[config.mk]
export PLATFORM = sky130hd
export DESIGN_NAME = pinfunc_regfile
export DESIGN_NICKNAME = d
export VERILOG_FILES = /design/src/rtl/pfr_pkg.sv /design/src/rtl/pfr_unlock.sv /design/src/rtl/pfr_store.sv /design/src/rtl/pinfunc_regfile.sv
export SDC_FILE = /design/constraint.sdc
export NUM_CORES = 2
export LEC_CHECK = 0
export CELL_PAD_IN_SITES_DETAIL_PLACEMENT = 1
export CELL_PAD_IN_SITES_GLOBAL_PLACEMENT = 1
export CORE_UTILIZATION = 35
export CTS_BUF_LIST = sky130_fd_sc_hd__clkbuf_4 sky130_fd_sc_hd__clkbuf_8
export DETAILED_ROUTE_END_ITERATION = 16
export HOLD_SLACK_MARGIN = 0.15
export PLACE_DENSITY_LB_ADDON = 0.1
export SYNTH_ARGS = -nofsm -noshare
export SYNTH_HDL_FRONTEND = slang
export SYNTH_SLANG_ARGS = --single-unit
[constraint.sdc]
create_clock -name clk -period 6.2 [get_ports clk]
set_input_delay 1.24 -clock clk [delete_from_list [all_inputs] [get_ports clk]]
set_output_delay 1.24 -clock clk [all_outputs]
set_load 0.01 [all_outputs]
[src/rtl/pfr_pkg.sv]
package pfr_pkg;
  localparam int REG_W = 32;
  localparam int IDX_W = 6;

  typedef enum logic [3:0] {
    RG_CTRL = 4'h0,
    RG_PSEL = 4'h1,
    RG_FSEL = 4'h2,
    RG_DRV  = 4'h3,
    RG_PEN  = 4'h4,
    RG_PDIR = 4'h5
  } region_e;

  function automatic logic [3:0] drv_slot_mask(input logic wide);
    return wide ? 4'h7 : 4'h3;
  endfunction
endpackage

[src/rtl/pfr_unlock.sv]
module pfr_unlock #(
  parameter int W = 32
) (
  input  logic         clk,
  input  logic         rst_n,
  input  logic         wr,
  input  logic         guard_hit,
  input  logic [W-1:0] wdata,
  output logic         prot_ok
);
  logic         armed_q;
  logic [W-1:0] key_q;

  always_ff @(posedge clk) begin
    if (!rst_n) begin
      armed_q <= 1'b0;
      key_q   <= '0;
    end else if (wr) begin
      if (guard_hit) begin
        armed_q <= !armed_q;
        key_q   <= wdata;
      end else begin
        armed_q <= 1'b0;
      end
    end
  end

  assign prot_ok = armed_q && (key_q == ~wdata);

  // any non-guard write spends the unlock
  a_r4_unlock_spent: assert property (@(posedge clk) disable iff (!rst_n)
    (wr && !guard_hit) |=> !prot_ok);

  // guard write while armed disarms
  a_r5_double_guard: assert property (@(posedge clk) disable iff (!rst_n)
    (wr && guard_hit && armed_q) |=> !prot_ok);
endmodule

[src/rtl/pfr_store.sv]
module pfr_store
  import pfr_pkg::*;
#(
  parameter int NUM_BANKS = 2,
  parameter logic [NUM_BANKS*32-1:0] DRV3_SEL = {(NUM_BANKS*2){16'h0F0F}}
) (
  input  logic                                  clk,
  input  logic                                  rst_n,
  input  logic                                  psel_we,
  input  logic                                  fsel_we,
  input  logic                                  drv_we,
  input  logic                                  pen_we,
  input  logic                                  pdir_we,
  input  logic [IDX_W-1:0]                      idx,
  input  logic [REG_W-1:0]                      wdata,
  output logic [NUM_BANKS-1:0][REG_W-1:0]       psel_q,
  output logic [NUM_BANKS*4-1:0][REG_W-1:0]     fsel_q,
  output logic [NUM_BANKS*4-1:0][REG_W-1:0]     drv_q,
  output logic [NUM_BANKS-1:0][REG_W-1:0]       pen_q,
  output logic [NUM_BANKS-1:0][REG_W-1:0]       pdir_q
);
  localparam int NREG8 = NUM_BANKS * 4;

  logic [NREG8-1:0][REG_W-1:0] drv_mask;

  for (genvar r = 0; r < NREG8; r++) begin : g_mask
    for (genvar s = 0; s < 8; s++) begin : g_slot
      assign drv_mask[r][4*s +: 4] = drv_slot_mask(DRV3_SEL[r*8+s]);
    end
  end

  for (genvar b = 0; b < NUM_BANKS; b++) begin : g_bank
    always_ff @(posedge clk) begin
      if (!rst_n) begin
        psel_q[b] <= '0;
        pen_q[b]  <= '0;
        pdir_q[b] <= '0;
      end else begin
        if (psel_we && idx == IDX_W'(b)) psel_q[b] <= wdata;
        if (pen_we  && idx == IDX_W'(b)) pen_q[b]  <= wdata;
        if (pdir_we && idx == IDX_W'(b)) pdir_q[b] <= wdata;
      end
    end
  end

  for (genvar r = 0; r < NREG8; r++) begin : g_reg8
    always_ff @(posedge clk) begin
      if (!rst_n) begin
        fsel_q[r] <= '0;
        drv_q[r]  <= drv_mask[r];
      end else begin
        if (fsel_we && idx == IDX_W'(r)) fsel_q[r] <= wdata;
        if (drv_we  && idx == IDX_W'(r)) drv_q[r]  <= wdata & drv_mask[r];
      end
    end
  end

  // pin select holds unless an accepted write targets it
  a_r3_psel_hold: assert property (@(posedge clk) disable iff (!rst_n)
    !psel_we |=> $stable(psel_q));

  // bits outside each drive field stay zero
  a_r8_drive_unused_zero: assert property (@(posedge clk) disable iff (!rst_n)
    (drv_q & ~drv_mask) == '0);
endmodule

[src/rtl/pinfunc_regfile.sv]
module pinfunc_regfile
  import pfr_pkg::*;
#(
  parameter int NUM_BANKS = 2,
  parameter logic [NUM_BANKS*32-1:0] DRV3_SEL = {(NUM_BANKS*2){16'h0F0F}}
) (
  input  logic                      clk,
  input  logic                      rst_n,
  input  logic                      bus_wr,
  input  logic [11:0]               bus_addr,
  input  logic [31:0]               bus_wdata,
  output logic [31:0]               bus_rdata,
  output logic                      wp_violation,
  output logic [NUM_BANKS*32-1:0]   pad_periph_sel,
  output logic [NUM_BANKS*128-1:0]  pad_func,
  output logic [NUM_BANKS*96-1:0]   pad_drive,
  output logic [NUM_BANKS*32-1:0]   pad_pull_up,
  output logic [NUM_BANKS*32-1:0]   pad_pull_dn
);
  localparam int NUM_PINS = NUM_BANKS * 32;
  localparam int NREG8    = NUM_BANKS * 4;

  logic [3:0]       region;
  logic [IDX_W-1:0] idx;
  logic             aligned;
  logic             guard_hit, stat_hit;
  logic             psel_map, fsel_map, drv_map, pen_map, pdir_map, prot_map;
  logic             prot_ok;
  logic             viol_q;

  logic [NUM_BANKS-1:0][REG_W-1:0] psel_q, pen_q, pdir_q;
  logic [NREG8-1:0][REG_W-1:0]     fsel_q, drv_q;

  assign region  = bus_addr[11:8];
  assign idx     = bus_addr[7:2];
  assign aligned = (bus_addr[1:0] == 2'b00);

  assign guard_hit = aligned && region == RG_CTRL && idx == 6'd0;
  assign stat_hit  = aligned && region == RG_CTRL && idx == 6'd1;
  assign psel_map  = aligned && region == RG_PSEL && int'(idx) < NUM_BANKS;
  assign fsel_map  = aligned && region == RG_FSEL && int'(idx) < NREG8;
  assign drv_map   = aligned && region == RG_DRV  && int'(idx) < NREG8;
  assign pen_map   = aligned && region == RG_PEN  && int'(idx) < NUM_BANKS;
  assign pdir_map  = aligned && region == RG_PDIR && int'(idx) < NUM_BANKS;
  assign prot_map  = psel_map || fsel_map || drv_map;

  pfr_unlock #(.W(REG_W)) u_unlock (
    .clk       (clk),
    .rst_n     (rst_n),
    .wr        (bus_wr),
    .guard_hit (guard_hit),
    .wdata     (bus_wdata),
    .prot_ok   (prot_ok)
  );

  pfr_store #(.NUM_BANKS(NUM_BANKS), .DRV3_SEL(DRV3_SEL)) u_store (
    .clk     (clk),
    .rst_n   (rst_n),
    .psel_we (bus_wr && psel_map && prot_ok),
    .fsel_we (bus_wr && fsel_map && prot_ok),
    .drv_we  (bus_wr && drv_map && prot_ok),
    .pen_we  (bus_wr && pen_map),
    .pdir_we (bus_wr && pdir_map),
    .idx     (idx),
    .wdata   (bus_wdata),
    .psel_q  (psel_q),
    .fsel_q  (fsel_q),
    .drv_q   (drv_q),
    .pen_q   (pen_q),
    .pdir_q  (pdir_q)
  );

  always_ff @(posedge clk) begin
    if (!rst_n)                                  viol_q <= 1'b0;
    else if (bus_wr && prot_map && !prot_ok)     viol_q <= 1'b1;
    else if (bus_wr && stat_hit && bus_wdata[0]) viol_q <= 1'b0;
  end
  assign wp_violation = viol_q;

  always_comb begin
    bus_rdata = '0;
    if (stat_hit) bus_rdata = {31'b0, viol_q};
    for (int i = 0; i < NUM_BANKS; i++) begin
      if (idx == IDX_W'(i)) begin
        if (psel_map) bus_rdata = psel_q[i];
        if (pen_map)  bus_rdata = pen_q[i];
        if (pdir_map) bus_rdata = pdir_q[i];
      end
    end
    for (int i = 0; i < NREG8; i++) begin
      if (idx == IDX_W'(i)) begin
        if (fsel_map) bus_rdata = fsel_q[i];
        if (drv_map)  bus_rdata = drv_q[i];
      end
    end
  end

  assign pad_periph_sel = psel_q;
  assign pad_func       = fsel_q;
  assign pad_pull_up    = pen_q & pdir_q;
  assign pad_pull_dn    = pen_q & ~pdir_q;

  for (genvar p = 0; p < NUM_PINS; p++) begin : g_pin
    assign pad_drive[3*p +: 3] = drv_q[p/8][4*(p%8) +: 3];
  end

  // a pin never pulls both ways
  a_r9_pull_exclusive: assert property (@(posedge clk) disable iff (!rst_n)
    (pad_pull_up & pad_pull_dn) == '0);

  // guard word reads as zero
  a_r10_guard_reads_zero: assert property (@(posedge clk) disable iff (!rst_n)
    guard_hit |-> bus_rdata == '0);

  // flag stays set until cleared by software
  a_r11_sticky_flag: assert property (@(posedge clk) disable iff (!rst_n)
    (wp_violation && !(bus_wr && stat_hit && bus_wdata[0])) |=> wp_violation);
endmodule

; Word-level counts from Yosys, hierarchy flattened
; Cells that the tools add are included.
[word_totals]
out_inout_bits = 673
in_bits = 47
elab_cells = 137
register_bits = 642
[op_classes]
n_eq_ne = 13
n_lt_le_gt_ge = 2
reduce_logical = 57
muxes = 36
bitwise = 4
[ops]
columns = cell, count
row1 = 32-bit 2-to-1 mux, 32
row2 = 64-bit AND, 2
row3 = 64-bit inverter, 1
row4 = 1-bit logical AND, 48
row5 = 32-bit equality test, 1
row6 = 32-bit inverter, 1
row7 = 6-bit by 3-bit equality test with 1-bit output (second input constant), 4
row8 = 6-bit by 2-bit equality test with 1-bit output (second input constant), 2
row9 = 4-bit by 2-bit equality test with 1-bit output (second input constant), 2
row10 = 4-bit by 3-bit equality test with 1-bit output (second input constant), 2
row11 = 6-bit by 1-bit equality test with 1-bit output (second input constant), 1
row12 = 6-bit zero test, 1
row13 = 6-bit by 2-bit less-than comparator with 1-bit output (second input constant), 1
row14 = 6-bit by 4-bit less-than comparator with 1-bit output (second input constant), 1
row15 = 4-bit by 1-bit equality test with 1-bit output (second input constant), 1
row16 = 4-bit zero test, 1
row17 = 1-bit 2-to-1 mux, 4
row18 = 1-bit zero test, 2
row19 = 2-bit zero test, 1
row20 = 1-bit logical OR, 2
row21 = 2-bit AND reduction, 1
row22 = 2-bit nonzero test, 1

; Depth between registers and ports, before layout
[logic_depth]
word_depth = 36
depth_mapped = 9
mapped_depth_nobuf = 6

; By module
; From an unflattened synthesis, not the netlist that was laid out.
[unflattened]
hier_cells = 3477
area_unflattened_um2 = 31963.2
[modules_own_cells]
columns = mod, area_per_inst_um2, n_inst, cells_per_inst, seq_area_each_um2
row1 = pfr_store, 23211.0, 1, 2215, 12171.7
row2 = pinfunc_regfile, 7186.9, 1, 1075, 20.0
row3 = pfr_unlock, 1565.3, 1, 187, 660.6

; Worst setup path after synthesis
; Ideal clock, no wire load.
[synth_path]
path_type = input -> output
from = in bus_addr[8]
to = out bus_rdata[21]
stages = 8
setup_slack_ns = 1.711
path_buffers = 4
required_ns = 4.960
arrival_time_ns = 3.249
cell_sequence = clkbuf_1 > clkbuf_1 > buf_1 > buf_2 > mux2i_1 > o22ai_1 > o41ai_1 > o21ai_0
[synth_between]
elab_chain_len = 35
elab_cells_between_ends = 47
cone_classes = eq/ne: 5 / mux: 32 / reduce/logical: 10
[synth_lines]
columns = item, line_no
row1 = start: declaration, pinfunc_regfile.sv:10  ; input logic [11:0] bus_addr,
row2 = 4-bit by 1-bit equality test with 1-bit output, pinfunc_regfile.sv:40  ; assign psel_map = aligned && region == RG_PSEL && int'(idx) < NUM_BANKS;
row3 = 1-bit logical AND (2 in series), pinfunc_regfile.sv:40
row4 = 32-bit 2-to-1 mux, pinfunc_regfile.sv:85  ; if (psel_map) bus_rdata = psel_q[i];
row5 = 32-bit 2-to-1 mux, pinfunc_regfile.sv:86  ; if (pen_map) bus_rdata = pen_q[i];
row6 = 32-bit 2-to-1 mux, pinfunc_regfile.sv:87  ; if (pdir_map) bus_rdata = pdir_q[i];
row7 = 32-bit 2-to-1 mux, pinfunc_regfile.sv:84  ; if (idx == IDX_W'(i)) begin
row8 = 32-bit 2-to-1 mux, pinfunc_regfile.sv:85
row9 = 32-bit 2-to-1 mux, pinfunc_regfile.sv:86
row10 = [18 not listed], --
row11 = 32-bit 2-to-1 mux, pinfunc_regfile.sv:93  ; if (drv_map) bus_rdata = drv_q[i];
row12 = 32-bit 2-to-1 mux, pinfunc_regfile.sv:91  ; if (idx == IDX_W'(i)) begin
row13 = 32-bit 2-to-1 mux, pinfunc_regfile.sv:92  ; if (fsel_map) bus_rdata = fsel_q[i];
row14 = 32-bit 2-to-1 mux, pinfunc_regfile.sv:93
row15 = 32-bit 2-to-1 mux, pinfunc_regfile.sv:91
row16 = 32-bit 2-to-1 mux, pinfunc_regfile.sv:92
row17 = 32-bit 2-to-1 mux, pinfunc_regfile.sv:93
row18 = 32-bit 2-to-1 mux (*), pinfunc_regfile.sv:91
row19 = end: declaration, pinfunc_regfile.sv:12  ; output logic [31:0] bus_rdata,
; Mark *: on every way between the ends. The rest lies on a longest branch, timed or not.

; Worst setup path after layout
[layout_path]
from = in bus_addr[4]
to = out bus_rdata[14]
[layout_between]
elab_chain_len = 34
elab_cells_between_ends = 47
cone_classes = order compare: 2 / eq/ne: 7 / mux: 32 / reduce/logical: 6
[layout_lines]
columns = item, line_no
row1 = 6-bit by 2-bit less-than comparator with 1-bit output, "pinfunc_regfile.sv:40, pinfunc_regfile.sv:43, pinfunc_regfile.sv:44"
row2 = 1-bit logical AND, pinfunc_regfile.sv:40
row3 = 32-bit 2-to-1 mux, pinfunc_regfile.sv:85
row4 = 32-bit 2-to-1 mux, pinfunc_regfile.sv:86
row5 = 32-bit 2-to-1 mux, pinfunc_regfile.sv:87
row6 = 32-bit 2-to-1 mux, pinfunc_regfile.sv:84
row7 = 32-bit 2-to-1 mux, pinfunc_regfile.sv:85
row8 = 32-bit 2-to-1 mux, pinfunc_regfile.sv:86
row9 = [18 not listed], --
row10 = 32-bit 2-to-1 mux, pinfunc_regfile.sv:93
row11 = 32-bit 2-to-1 mux, pinfunc_regfile.sv:91
row12 = 32-bit 2-to-1 mux, pinfunc_regfile.sv:92
row13 = 32-bit 2-to-1 mux, pinfunc_regfile.sv:93
row14 = 32-bit 2-to-1 mux, pinfunc_regfile.sv:91
row15 = 32-bit 2-to-1 mux, pinfunc_regfile.sv:92
row16 = 32-bit 2-to-1 mux, pinfunc_regfile.sv:93
row17 = 32-bit 2-to-1 mux (*), pinfunc_regfile.sv:91
; Marks and branches as above.

==> summary.txt <==
Placed design
  – Post-DP HPWL: 114000 um
  – Worst slack, placed: -0.1024 ns
  – PortBufs: 687
  – Cells after DPL: 5172
  – GP Congestion: 0.9220

Route
  – Via Count: 29682
  – Post-route ant nets: 0
  – Drt pass-1 iters: 8
  – Final wirelength: ~160000 um
  – Wire length per cell: 29.31 um
  – 1st-iter DRT viols: roughly 2200
  – Vias per cell: 5.507
  – Drt drc: 0

Floorplanning
  – Initial Utilization: 0.3559
  – Rows: 108
  – Die footprint: 89970 um2
  – Die height: 299.9 um
  – # IOs: 720
  – Core ar.: roughly 87000 um2
  – Die X: 299.9 um

Yosys
  – Seq/Total Area, Yosys: 0.4137
  – Main flop type after synthesis: dfxtp_1
  – Mean Syn Cell Area: 8.859 um2
  – Number of enable flip-flop cells after synthesis: 0
  – Post-synthesis cell type count: 65
  – Fraction of registers with async set/reset: 0
  – Synth Register Bits: 642
  – Gate Count Post-Synth: 3507
  – Cell taking the most area after synthesis: dfxtp_1
  – Synth warn: 0
  – Synth top area cells: dfxtp_1 (41%), mux2i_1 (21%), nand2_1 (7.8%), nor2b_1 (6.7%), a21boi_1 (3.8%)
  – Synthesized cell area: 31070 um2
  – Post-synth top area share: 0.4137

Timing
  – Max-slew violation count: 0
  – Final setup vio count: 0
  – Max transition margin: 0.09383
  – RSZ-0062 raised after global routing: no
  – Post-layout minimum cycle time: 6.164 ns
  – Fin. Hold Viols: 0
  – Worst-Margin Slew: roughly 1.4 ns
  – Total Neg Setup Slack: 0 ns
  – Setup ws final: about 0.036 ns
  – Period utilization: 0.9942
  – Max Clock Skew: 0.03106 ns
  – Max Freq: 162.2 MHz

Power
  – Pwr dens: ~220 nW/um2
  – Worst vdd ir: 168.0 uV
  – Pleak: between 0.015 and 0.02 uW

Worst setup path
  – Family with the most delay on the worst path: buffers and inverters
  – Required @ worst endpoint: 4.96 ns
  – Slowest CP cell: clkdlybuf4s50_1
  – Max incr delay on CP: 0.87 ns
  – Arrival time worst endpoint: roughly 4.9 ns
  – Critical path cell sequence: clkdlybuf4s50_1 > or4b_1 > nor2_1 > nand2_1 > o22ai_1 > nor2_1 > a21oi_1 > clkdlybuf4s50_1
  – Critical path class: input pin to output port
  – Crit path max fanout: 14
  – Critical Path Source Type: input pin
  – Crit end category: output port
  – Crit path buffers/inverters: 2

GRT
  – Global route total overflow: 0
  – Antenna violations before repair: 2
  – Vias in the first global route: 29538
  – Pin count of the biggest net entering global routing: roughly 180
  – First-pass GRT wire length: roughly 220000 um
  – Total GRT Usage: 0.3399

Status
  – Status: finished clean

Clock network
  – Skew-Pair Late Insertion Delay: 0.78 ns
  – CTS Hold Buffers Added: 0
  – CTS tree: done
  – Htree depth: 3
  – CTS Root Buffer Type: clkbuf_8
  – Clock buffer depth: 3
  – Cts bufs inserted: 118
  – Postcts setup bufs: 0
  – Clock slew at the register clock pins of the worst setup and hold paths: 0.06 ns
  – CTS Sinks: 642

Cells and area
  – Nets: 4184
  – Layout fillers: 10077
  – Fin cells: 5390
  – Share of cells above drive strength 1: 0.1007
  – Area grow syn2layout: 35.26%

Job
  – Max-cap violations: 0

Worst hold path
  – Hold Crit Class: flop to flop
-- final timing paths --
check | slack (ns) | start | cells after the start | end
worst max-delay path | 0.04 | bus_addr[4] | 8 | bus_rdata[14]
worst min-delay path | 0.47 | u_unlock.key_q[9] | 2 | u_unlock.key_q[9]
worst max register to register | 2.87 | u_unlock.key_q[20] | 5 | u_store.fsel_q[23]
worst min register to register | 0.47 | u_unlock.key_q[9] | 2 | u_unlock.key_q[9]
-- final cells by class --
type / instances / area, um2 / share of cell area
Sequential cell: 642 / 12850 / 0.3058
Tap cell: 1155 / 1445 / 0.03439
Clock buffer: 195 / 2459 / 0.05850
Antenna cell: 3 / 7.507 / 0.0001786
Timing Repair Buffer: 845 / 8190 / 0.1949
Inverter: 3 / 11.26 / 0.0002680
Multi-Input combinational cell: 2527 / 16880 / 0.4017
Clock inverter: 20 / 178.9 / 0.004257
-- state kept, by name, summed over array words and instances, names as in the netlist --
register,count
u_store.drv_q,160
u_store.pen_q,64
u_store.psel_q,64
u_store.fsel_q,256
u_store.pdir_q,64
u_unlock.key_q,32
wp_violation,1
u_unlock.armed_q,1
-- power by group --
group	total, uW	leakage [uW]	switching [uW]	internal [uW]
Clock	4530	0.00140	1950	2580
Combinational	557	0.0112	374	183
Sequential	4130	0.00517	0.0647	4130
-- per-stage QoR --
step	total power [uW]	hold WS (ns)	area, um2	utilization
after floorplan	4542	0.4465	31190	-
after global placement	4765	0.4514	39360	0.4509
after detailed placement	4764	0.4572	39360	0.4509
after CTS	9281	0.4655	42010	0.4812
after global routing	9493	0.4816	42020	0.4814
final	9212	0.4657	42030	0.4814
-- repair_timing --
action / in CTS / in global routing
gates resized for setup: 1 / 2
gates cloned: 0 / 0
setup endpoints to repair: 1 / 3
-- cells in the mapped netlist, drive strengths merged (3+ instances only) --
cell and n:
o221ai 9, nor2b 335, or4 3, a221oi 14
nand2b 5, a221o 5, nand3 25, a21oi 84
a211oi 6, nor2 102, nand2 644, a222oi 3
o211ai 7, inv 3, a22oi 15, buf 105
nand4 23, nor4b 3, mux2 14, o31ai 4
o21ai 41, mux2i 645, a31oi 3, clkbuf 261
a21boi 192, and3 14, o22ai 120, o2111ai 3
nor4 13, o32ai 14, or3 4, and2 71
xor2 32, dfxtp 642, nor3 16
-- worst min-delay path: cells and delay by family (launching register included) --
kind | cells | cell delay [ns]
DFF | 1 | 0.32
AOI/OAI and AO/OA | 1 | 0.05
and+or+nand+nor | 1 | 0.05
-- per-layer routing --
layer,GRT usage,vias up,part of all wire
met2,0.5935,1129,0.50
met5,0,-,0
met4,0.1386,0,0.043
li1,-,13207,-
met3,0.06568,274,0.064
met1,0.4069,15072,0.40
-- cell usage in the layout (no fill, tap or decap), types with 8 or more instances in the layout --
master,n
nor2b_1,334
clkbuf_8,159
nand3_1,24
a21oi_1,84
mux2i_1,645
nor4_1,8
and2_1,70
o21ai_0,38
conb_1,32
nor2_1,94
clkdlybuf4s50_1,683
clkbuf_4,36
a21boi_0,36
a22oi_1,15
nand4_1,22
a21boi_1,156
xor2_1,32
clkinv_2,12
a221oi_1,14
dfxtp_1,642
o22ai_1,120
buf_4,149
o221ai_1,9
and3_1,13
o32ai_1,14
mux2_2,14
buf_12,10
nor3_1,13
nand2_1,640
-- cell families after synthesis --
kind of cell / after synthesis / share of synthesized area
AOI/OAI and AO/OA: 534 / 0.1169
xor gates and xnor gates: 32 / 0.009021
buffers and inverters: 369 / 0.05038
DFF: 642 / 0.4137
muxes: 661 / 0.2143
other: 1 / 0.0001207
and+or+nand+nor: 1268 / 0.1956
(Power assumes the default switching activity.)
